==> src/rtl/csa4_pkg.sv <==
package csa4_pkg;
  typedef enum logic {
    CPA_RIPPLE    = 1'b0,
    CPA_LOOKAHEAD = 1'b1
  } cpa_kind_e;
endpackage

==> src/rtl/csa4_cells.sv <==
// Two-level bit cells used by every row of the adder.
module csa4_full_add (
  input  logic x,
  input  logic y,
  input  logic z,
  output logic s,
  output logic co
);
  assign s  = x ^ y ^ z;
  assign co = (x & y) | (x & z) | (y & z);
endmodule

module csa4_half_add (
  input  logic x,
  input  logic y,
  output logic s,
  output logic co
);
  assign s  = x ^ y;
  assign co = x & y;
endmodule

==> src/rtl/csa4_compress_row.sv <==
// First row: three full-width operands, one full adder per column.
module csa4_compress_row #(
  parameter int W = 4
) (
  input  logic [W-1:0] x,
  input  logic [W-1:0] y,
  input  logic [W-1:0] z,
  output logic [W-1:0] s,
  output logic [W-1:0] c
);
  for (genvar i = 0; i < W; i++) begin : g_col
    csa4_full_add u_fa (.x(x[i]), .y(y[i]), .z(z[i]), .s(s[i]), .co(c[i]));
  end
endmodule

==> src/rtl/csa4_merge_row.sv <==
// Second row: partial sum, carries shifted one column left, and one operand.
// Column 0 has two live inputs, column W has only the top carry.
module csa4_merge_row #(
  parameter int W = 4
) (
  input  logic [W-1:0] ps,
  input  logic [W-1:0] pc,
  input  logic [W-1:0] op,
  output logic [W:0]   s,
  output logic [W-1:0] c
);
  csa4_half_add u_ha0 (.x(ps[0]), .y(op[0]), .s(s[0]), .co(c[0]));
  for (genvar i = 1; i < W; i++) begin : g_col
    csa4_full_add u_fa (.x(ps[i]), .y(op[i]), .z(pc[i-1]), .s(s[i]), .co(c[i]));
  end
  assign s[W] = pc[W-1];
endmodule

==> src/rtl/csa4_cpa.sv <==
// Final carry-propagate adder, two operands, no carry-in.
module csa4_cpa #(
  parameter int                  W    = 4,
  parameter csa4_pkg::cpa_kind_e KIND = csa4_pkg::CPA_RIPPLE
) (
  input  logic [W-1:0] x,
  input  logic [W-1:0] y,
  output logic [W-1:0] s,
  output logic         co
);
  if (KIND == csa4_pkg::CPA_LOOKAHEAD) begin : g_cla
    logic [W-1:0] gen_v;
    logic [W-1:0] prop_v;
    logic [W:0]   cl;
    logic         term;
    logic         acc;
    assign gen_v  = x & y;
    assign prop_v = x ^ y;
    // Each carry is a flat OR of generate terms gated by the propagates above.
    always_comb begin
      cl   = '0;
      term = 1'b0;
      acc  = 1'b0;
      for (int i = 0; i < W; i++) begin
        acc = 1'b0;
        for (int j = 0; j <= i; j++) begin
          term = gen_v[j];
          for (int k = j + 1; k <= i; k++) term = term & prop_v[k];
          acc = acc | term;
        end
        cl[i+1] = acc;
      end
    end
    assign s  = prop_v ^ cl[W-1:0];
    assign co = cl[W];
  end else begin : g_ripple
    logic [W:1] cy;
    csa4_half_add u_ha0 (.x(x[0]), .y(y[0]), .s(s[0]), .co(cy[1]));
    for (genvar i = 1; i < W; i++) begin : g_col
      csa4_full_add u_fa (.x(x[i]), .y(y[i]), .z(cy[i]), .s(s[i]), .co(cy[i+1]));
    end
    assign co = cy[W];
  end
endmodule

==> src/rtl/csa4_adder.sv <==
module csa4_adder #(
  parameter int                  N    = 4,
  parameter csa4_pkg::cpa_kind_e KIND = csa4_pkg::CPA_RIPPLE
) (
  input  logic [N-1:0] a,
  input  logic [N-1:0] b,
  input  logic [N-1:0] e,
  input  logic [N-1:0] f,
  output logic [N-1:0] lvl1_sum,
  output logic [N-1:0] lvl1_carry,
  output logic [N:0]   lvl2_sum,
  output logic [N-1:0] lvl2_carry,
  output logic [N+1:0] sum
);
  logic [N-1:0] upper;
  logic         cout;

  csa4_compress_row #(.W(N)) u_row1 (
    .x(b), .y(e), .z(f), .s(lvl1_sum), .c(lvl1_carry)
  );

  csa4_merge_row #(.W(N)) u_row2 (
    .ps(lvl1_sum), .pc(lvl1_carry), .op(a), .s(lvl2_sum), .c(lvl2_carry)
  );

  csa4_cpa #(.W(N), .KIND(KIND)) u_cpa (
    .x(lvl2_sum[N:1]), .y(lvl2_carry), .s(upper), .co(cout)
  );

  assign sum = {cout, upper, lvl2_sum[0]};
endmodule

==> config.mk <==
export PLATFORM = sky130hd
export DESIGN_NAME = csa4_adder
export DESIGN_NICKNAME = d
export VERILOG_FILES = /design/src/rtl/csa4_pkg.sv /design/src/rtl/csa4_cells.sv /design/src/rtl/csa4_compress_row.sv /design/src/rtl/csa4_merge_row.sv /design/src/rtl/csa4_cpa.sv /design/src/rtl/csa4_adder.sv
export SDC_FILE = /design/constraint.sdc
export NUM_CORES = 1
export LEC_CHECK = 0
export ABC_AREA = 1
export ABC_CLOCK_PERIOD_IN_PS = 4350
export BUFFER_PORTS_ARGS = -buffer_cell sky130_fd_sc_hd__buf_2
export CAP_MARGIN = 5
export CORE_AREA = 3 3 40 42
export DETAILED_ROUTE_END_ITERATION = 12
export DIE_AREA = 0 0 43 45
export PLACE_DENSITY = 0.83
export RECOVER_POWER = 25
export SLEW_MARGIN = 10
export SYNTH_ARGS = -nofsm -noshare
export SYNTH_HDL_FRONTEND = slang
export SYNTH_SLANG_ARGS = --single-unit
export TNS_END_PERCENT = 100
==> constraint.sdc <==
create_clock -name vclk -period 4.35
set_clock_uncertainty 0.1 [all_clocks]
set_input_delay 0.2175 -clock vclk [all_inputs]
set_output_delay 0.2175 -clock vclk [all_outputs]
set_load 0.01 [all_outputs]
==> out/metrics.cfg, run 1 <==
[run_status]
status=complete, no violations

[worst_setup_path]
crit_buf_inv=4
crit_family=adder cells
required_ns=4.03
end_kind=output port
start_kind=input pin
worstPathCellList=buf_2 > inv_1 > fa_1 > inv_1 > fa_1 > ha_1 > fa_1 > fa_1 > fa_1 > buf_2
worst_path_largest_cell_delay_ns=0.53
cp_common_cell=fa_1
cpMaxStageDelayCell=fa_1
path_class=in -> out
worstPathArrival_ns=3.12
critical_path.max_fanout=2

[detailed_routing]
initialDrtViolationCount=0
routedWlPerCell_um=9.26
wl_met1_um=225
wl_met2_um=373
vias=312
dr.pass1.iters=1
drc=0
routed-wl-met3_um=142
viasPerCell=3.90
highest_layer=met3
ant_nets=0
wl_um=741

[logic_synthesis]
synth.distinct_cells=4
synth_compound_area_frac=0
synth_mux_area_frac=0
synthCells=49
synth_simple_gate_area_frac=0
yosysSeqAreaShare=0
ys_warn_count=0
synth_top_area_share=0.444
synth_top_family_by_area=buffers and inverters
yosysTopAreaCell=fa_1
synth_xor_area_frac=0
synthAdderAreaFrac=0.500
synth_area_per_cell_sq_um=9.19
synthTopCellsByArea=fa_1 (44%), buf_4 (38%), inv_1 (12%), ha_1 (5.6%)
synth_area_sq_um=450
synth_nets=77

[floorplanning]
die_w_um=43
die_area_sq_um=1940
rows=13
core-area_sq_um=1280
die_h_um=45
initial_core_util=0.351
ios=39

[sta]
min_period_over_period=0.789
hold_viol_final=0
holdWs_ns=0.673
drv_slew=0
setup_tns_ns=0
layout_min_cycle_time_ns=3.43
finalSetupViolations=0
setup_slack_ns=0.917
slew_headroom=0.911
tightest_slew_ns=0.133
rsz0062_at_grt=false
fmax_mhz=291

[final_layout]
syn_to_final_growth_pct=7.78
fill_cells=146
drive_above_1_share=0.523
final_cells=80
seqCellArea_sq_um=0
nFlopsAndLatches=0
utilization=0.378
antennaDiodeCount=0
nClkBuffers=0
final_nets=95

[placement]
pre_cts_ws_ns=0.893
globalplace.congestion=0.628
dp_hpwl_um=740
port_buffers=39
dp.cells=80

[global_routing]
grt_usage=0.0748
grt-ovfl-total=0
grt_max_degree=4
first_global_vias=314
antenna_found_initial=0
grt_pass1_wl_um=1150

[power]
power_density_nw_per_um2=277
peakVddDrop_mv=0.162
power.leakage_uw=0.000306

[hold_path]
hold_path.class=in -> out
min_from=a[0]
min_to=lvl2_sum[0]
hold_depth=3

[clock_tree]
postCtsHoldBufs=0
post_cts_resize_count=0
cts_setup_buffers=0

[flow_run]
cap_viol_max_count=0

## cell type report
| cell class | count | area [sq um] | share of cell area |
|---|---|---|---|
| multi-input cells | 12 | 225 | 0.464 |
| repair buffers | 39 | 189 | 0.389 |
| well taps | 15 | 18.8 | 0.0387 |
| inverters | 14 | 52.6 | 0.108 |
## synth_stat cells (all sizes together)
| cell type | n |
|---|---|
| fa | 10 |
| inv | 14 |
| buf | 23 |
| ha | 2 |
## cells by family after synthesis
logic type / after synthesis
buf+inv: 37
fa+ha+maj: 12
## per-stage QoR
stage,area [sq um],total power [uW]
6_report,485,135
5_1_grt,485,153
4_1_cts,492,140
3_5_place_dp,492,139
3_3_place_gp,492,133
2_1_floorplan,450,141
## routing by layer
metal | track usage | up-vias
li1 | - | 144
met1 | 0.0718 | 136
met2 | 0.171 | 32
met3 | 0.0120 | 0
met4 | 0 | 0
met5 | 0 | -
## worst max-delay path by stage
stage / depth (start not counted) / endpoint / slack, ns / from
2_1_floorplan: 9 / sum[4] / 1.10 / b[1]
3_3_place_gp: 10 / sum[4] / 0.95 / b[1]
3_5_place_dp: 10 / sum[4] / 0.89 / b[1]
4_1_cts: 10 / sum[4] / 0.89 / b[1]
5_1_grt: 10 / sum[4] / 0.79 / b[1]
6_report: 10 / sum[4] / 0.92 / b[1]
## layout by cell type, fill, tap and decap left out
cell,netlist,layout
ha_1,2,2
fa_1,10,10
inv_1,14,14
clkbuf_1,0,5
buf_2,0,34
## report_power, final
group / internal (uW) / switching [uW] / total (uW)
Clock: 0 / 0 / 0
Sequential: 0 / 0 / 0
Combinational: 59.2 / 75.4 / 135
Total: 59.2 / 75.4 / 135
(Power assumes the default switching activity.)
==> run 2: changes to the inputs <==
- ABC_CLOCK_PERIOD_IN_PS: 4350 -> 2890
- PLACE_DENSITY: 0.83 -> 0.86
- clock period: 4.35 -> 2.89 ns (I/O delays scaled with it)
==> out/metrics.cfg, run 2 (same netlist as run 1, synthesis figures left out) <==
[flow_run]
cap_viol_max_count=0

[placement]
port_buffers=39
globalplace.congestion=0.678
pre_cts_ws_ns=-0.278
dp.cells=80
dp_hpwl_um=724

[worst_setup_path]
cp_common_cell=fa_1
cpMaxStageDelayCell=fa_1
path_class=in -> out
crit_family=adder cells
start_kind=input pin
crit_buf_inv=4
worstPathArrival_ns=2.79
worstPathCellList=buf_6 > inv_4 > fa_1 > inv_2 > fa_1 > ha_2 > fa_2 > fa_2 > fa_1 > buf_2
required_ns=2.65
critical_path.max_fanout=2
worst_path_largest_cell_delay_ns=0.54
end_kind=output port

[power]
peakVddDrop_mv=0.159
power.leakage_uw=0.000304
power_uw=201
power_density_nw_per_um2=394

[hold_path]
hold_path.class=in -> out
min_from=a[0]
hold_depth=3
min_to=sum[0]

[floorplanning]
ios=39
die_w_um=43
initial_core_util=0.351
rows=13
die_h_um=45
die_area_sq_um=1940
core-area_sq_um=1280

[final_layout]
final_nets=95
nFlopsAndLatches=0
nClkBuffers=0
drive_above_1_share=0.615
seqCellArea_sq_um=0
final_cells=80
antennaDiodeCount=0
syn_to_final_growth_pct=13.6
mostFrequentLayoutCells=buf_2 (32), inv_1 (11), fa_1 (8), clkbuf_1 (5), fa_2 (2)
final_common_cell=buf_2

[sta]
slew_headroom=0.899
rsz0062_at_grt=true
holdWs_ns=0.517
setup_slack_ns=-0.141
finalSetupViolations=2
setup_tns_ns=-0.184
hold_viol_final=0
layout_min_cycle_time_ns=3.03
min_period_over_period=1.05
tightest_slew_ns=0.152
fmax_mhz=330
drv_slew=0

[detailed_routing]
initialDrtViolationCount=0
routedWlPerCell_um=8.64
wl_um=691
dr.pass1.iters=1
drc=0
viasPerCell=4.14
vias=331
ant_nets=0

[clock_tree]
postCtsHoldBufs=0
cts_setup_buffers=0

[run_status]
status=finished with violations
violations=negative setup slack

[global_routing]
grt_max_degree=4
grt-ovfl-total=0
grt_pass1_wl_um=1120
grt_usage=0.0724
antenna_found_initial=0
first_global_vias=300

[run 2: cell count changes in the layout (fill, tap and decap cells not counted)]
cell   delta
inv_2     +1
inv_1     -3
ha_1      -1
buf_4     +1
fa_2      +2
inv_8     +1
fa_1      -2
buf_2     -2
buf_6     +1
inv_4     +1
ha_2      +1
[run 2: repair_timing]
action | in CTS | in global routing
endpoints found under the setup margin | 2 | 2
resized for setup | 3 | 1
pin swaps | 5 | 1
[run 2: cell type report]
type	instances	area, sq um
well taps	15	18.8
multi-input cells	12	233
repair buffers	39	198
inverters	14	62.6
fillers	134	773
[run 2: routing by layer]
layer	vias up	track usage	routed length (um)
li1	146	-	-
met4	0	0	0
met3	0	0.0239	185
met2	35	0.150	321
met1	150	0.0746	184
met5	-	0	0
[run 2: worst max-delay path by stage]
stage | from | end | slack [ns] | cells after the start
2_1_floorplan | f[1] | sum[4] | -0.05 | 9
3_3_place_gp | f[1] | sum[4] | -0.24 | 10
3_5_place_dp | f[1] | sum[4] | -0.28 | 10
4_1_cts | b[1] | sum[4] | -0.18 | 10
5_1_grt | b[1] | sum[4] | -0.20 | 10
6_report | b[1] | sum[4] | -0.14 | 10
[run 2: stage by stage]
step | util | instance area, sq um
4_1_cts | 0.401 | 515
3_5_place_dp | 0.394 | 507
5_1_grt | 0.398 | 512
2_1_floorplan | - | 465
3_3_place_gp | 0.394 | 507
6_report | 0.398 | 512
[run 2: power breakdown]
| group | leakage, uW | switching [uW] | internal [uW] |
|---|---|---|---|
| clock network | 0 | 0 | 0 |
| logic | 0.000304 | 112 | 89.8 |
| registers | 0 | 0 | 0 |
| total | 0.000304 | 112 | 89.8 |
==> run 3: changes to the inputs <==
- CELL_PAD_IN_SITES_DETAIL_PLACEMENT: not set -> 1
- CELL_PAD_IN_SITES_GLOBAL_PLACEMENT: not set -> 1
- CORE_AREA: 3 3 40 42 -> not set
- CORE_MARGIN: not set -> 3
- CORE_UTILIZATION: not set -> 17
- DIE_AREA: 0 0 43 45 -> not set
- PLACE_DENSITY: 0.86 -> 0.88
- SYNTH_HIERARCHICAL: not set -> 1
==> out/metrics.cfg, run 3 <==
[run_status]
status=finished with violations
violations=negative setup slack

[logic_synthesis]
yosysSeqAreaShare=0
yosys.cell_count.top_type=fa_1
yosysTopAreaCell=fa_1
synth_area_sq_um=248
synth_top_area_share=0.808
synth_nets=43
synthCells=15
synthTopCellsByCount=fa_1 (10), buf_4 (3), ha_1 (2)
synth_area_per_cell_sq_um=16.5
synthTopCellsByArea=fa_1 (81%), ha_1 (10%), buf_4 (9.1%)
synth.distinct_cells=3
ys_warn_count=6

[final_layout]
final_common_cell=buf_2
nClkBuffers=0
antennaDiodeCount=0
seqCellArea_sq_um=0
syn_to_final_growth_pct=94.9
multi_input_area_sq_um=235
drive_above_1_share=0.818
final_nets=85
mostFrequentLayoutCells=buf_2 (36), fa_1 (7), buf_4 (4), fa_2 (3), clkbuf_1 (2)
fill_cells=178
nFlopsAndLatches=0
final_cells=70

[sta]
hold_viol_final=0
setup_tns_ns=-0.0941
holdWs_ns=0.560
slew_headroom=0.894
tightest_slew_ns=0.158
rsz0062_at_grt=true
setup_slack_ns=-0.0906
layout_min_cycle_time_ns=2.98
min_period_over_period=1.03
finalSetupViolations=2
fmax_mhz=336
drv_slew=0

[hold_path]
min_from=a[0]
hold_depth=3
min_to=lvl2_sum[0]
hold_path.class=in -> out

[placement]
dp_hpwl_um=1160
port_buffers=39
globalplace.congestion=0.776
dp.cells=68

[power]
power.leakage_uw=0.000256
power_density_nw_per_um2=484
peakVddDrop_mv=0.172
power_uw=234

[worst_setup_path]
crit_buf_inv=2
crit_family=adder cells
end_kind=output port
critical_path.max_fanout=2
worstPathCellList=buf_6 > fa_2 > fa_1 > ha_2 > fa_2 > fa_2 > fa_1 > buf_2
path_class=in -> out
required_ns=2.65
cpMaxStageDelayCell=fa_2
start_kind=input pin
cp_common_cell=fa_2
worstPathArrival_ns=2.74
worst_path_largest_cell_delay_ns=0.58

[global_routing]
grt-ovfl-total=0
grt_usage=0.122
grt_pass1_wl_um=1720
antenna_found_initial=0
grt_max_degree=4
first_global_vias=340

[detailed_routing]
routedWlPerCell_um=16.7
highest_layer=met3
drc=0
dr.pass1.iters=1
wl_met2_um=649
vias=289
routed-wl-met3_um=158
initialDrtViolationCount=0
wl_um=1170
wl_met1_um=360
viasPerCell=4.13
ant_nets=0

[floorplanning]
die_area_sq_um=1950
core-area_sq_um=1330
ios=39
die_w_um=44.2
die_h_um=44.2
initial_core_util=0.186
rows=13

[flow_run]
cap_viol_max_count=0

-- run 3: cell count changes after synthesis --
| cell | change |
|---|---|
| buf_4 | -20 |
| inv_1 | -14 |
-- run 3: cells by family (layout without fill, tap and decap cells) --
group	after synthesis	in the layout	synth area share
adders and majority gates	12	12	0.909
buffers and inverters	3	43	0.0909
-- run 3: worst max path at each step --
stage	from	end	slack, ns	cells after the start
after global routing	b[1]	sum[4]	-0.18	8
final	b[1]	sum[4]	-0.09	8
after global placement	b[1]	sum[4]	-0.09	8
after floorplan	b[1]	sum[4]	0.02	6
after CTS	b[1]	sum[4]	-0.12	8
after detailed placement	b[1]	sum[4]	-0.14	8
-- run 3: what timing repair did --
item,CTS,global route
hold buffers,0,0
buffers inserted,1,1
resized for setup,1,0
pin swaps,1,1
endpoints found under the hold margin,0,0
setup endpoints to repair,2,2
-- run 3: worst min-delay path, stage by stage --
cell and delay, ns:
buf_2 0.08, ha_1 0.15, buf_2 0.14
-- run 3: metrics by stage --
stage	util	area (sq um)	setup WS, ns
2_1_floorplan	-	258	0.0215
3_5_place_dp	0.348	464	-0.140
3_3_place_gp	0.348	464	-0.0937
5_1_grt	0.362	483	-0.176
4_1_cts	0.358	478	-0.116
6_report	0.362	483	-0.0906
-- run 3: area by class of cell --
class	count	area share
multi-input cells	12	0.487
well taps	15	0.0389
repair buffers	43	0.474
-- run 3: routing by layer --
metal | vias to the layer above | track usage
met1 | 140 | 0.136
li1 | 126 | -
met5 | - | 0
met4 | 0 | 0
met3 | 0 | 0.0366
met2 | 23 | 0.238
-- run 3: report_power, final --
part	leakage [uW]	internal, uW	switching, uW	total [uW]
registers	0	0	0	0
clock network	0	0	0	0
logic	0.000256	111	123	234
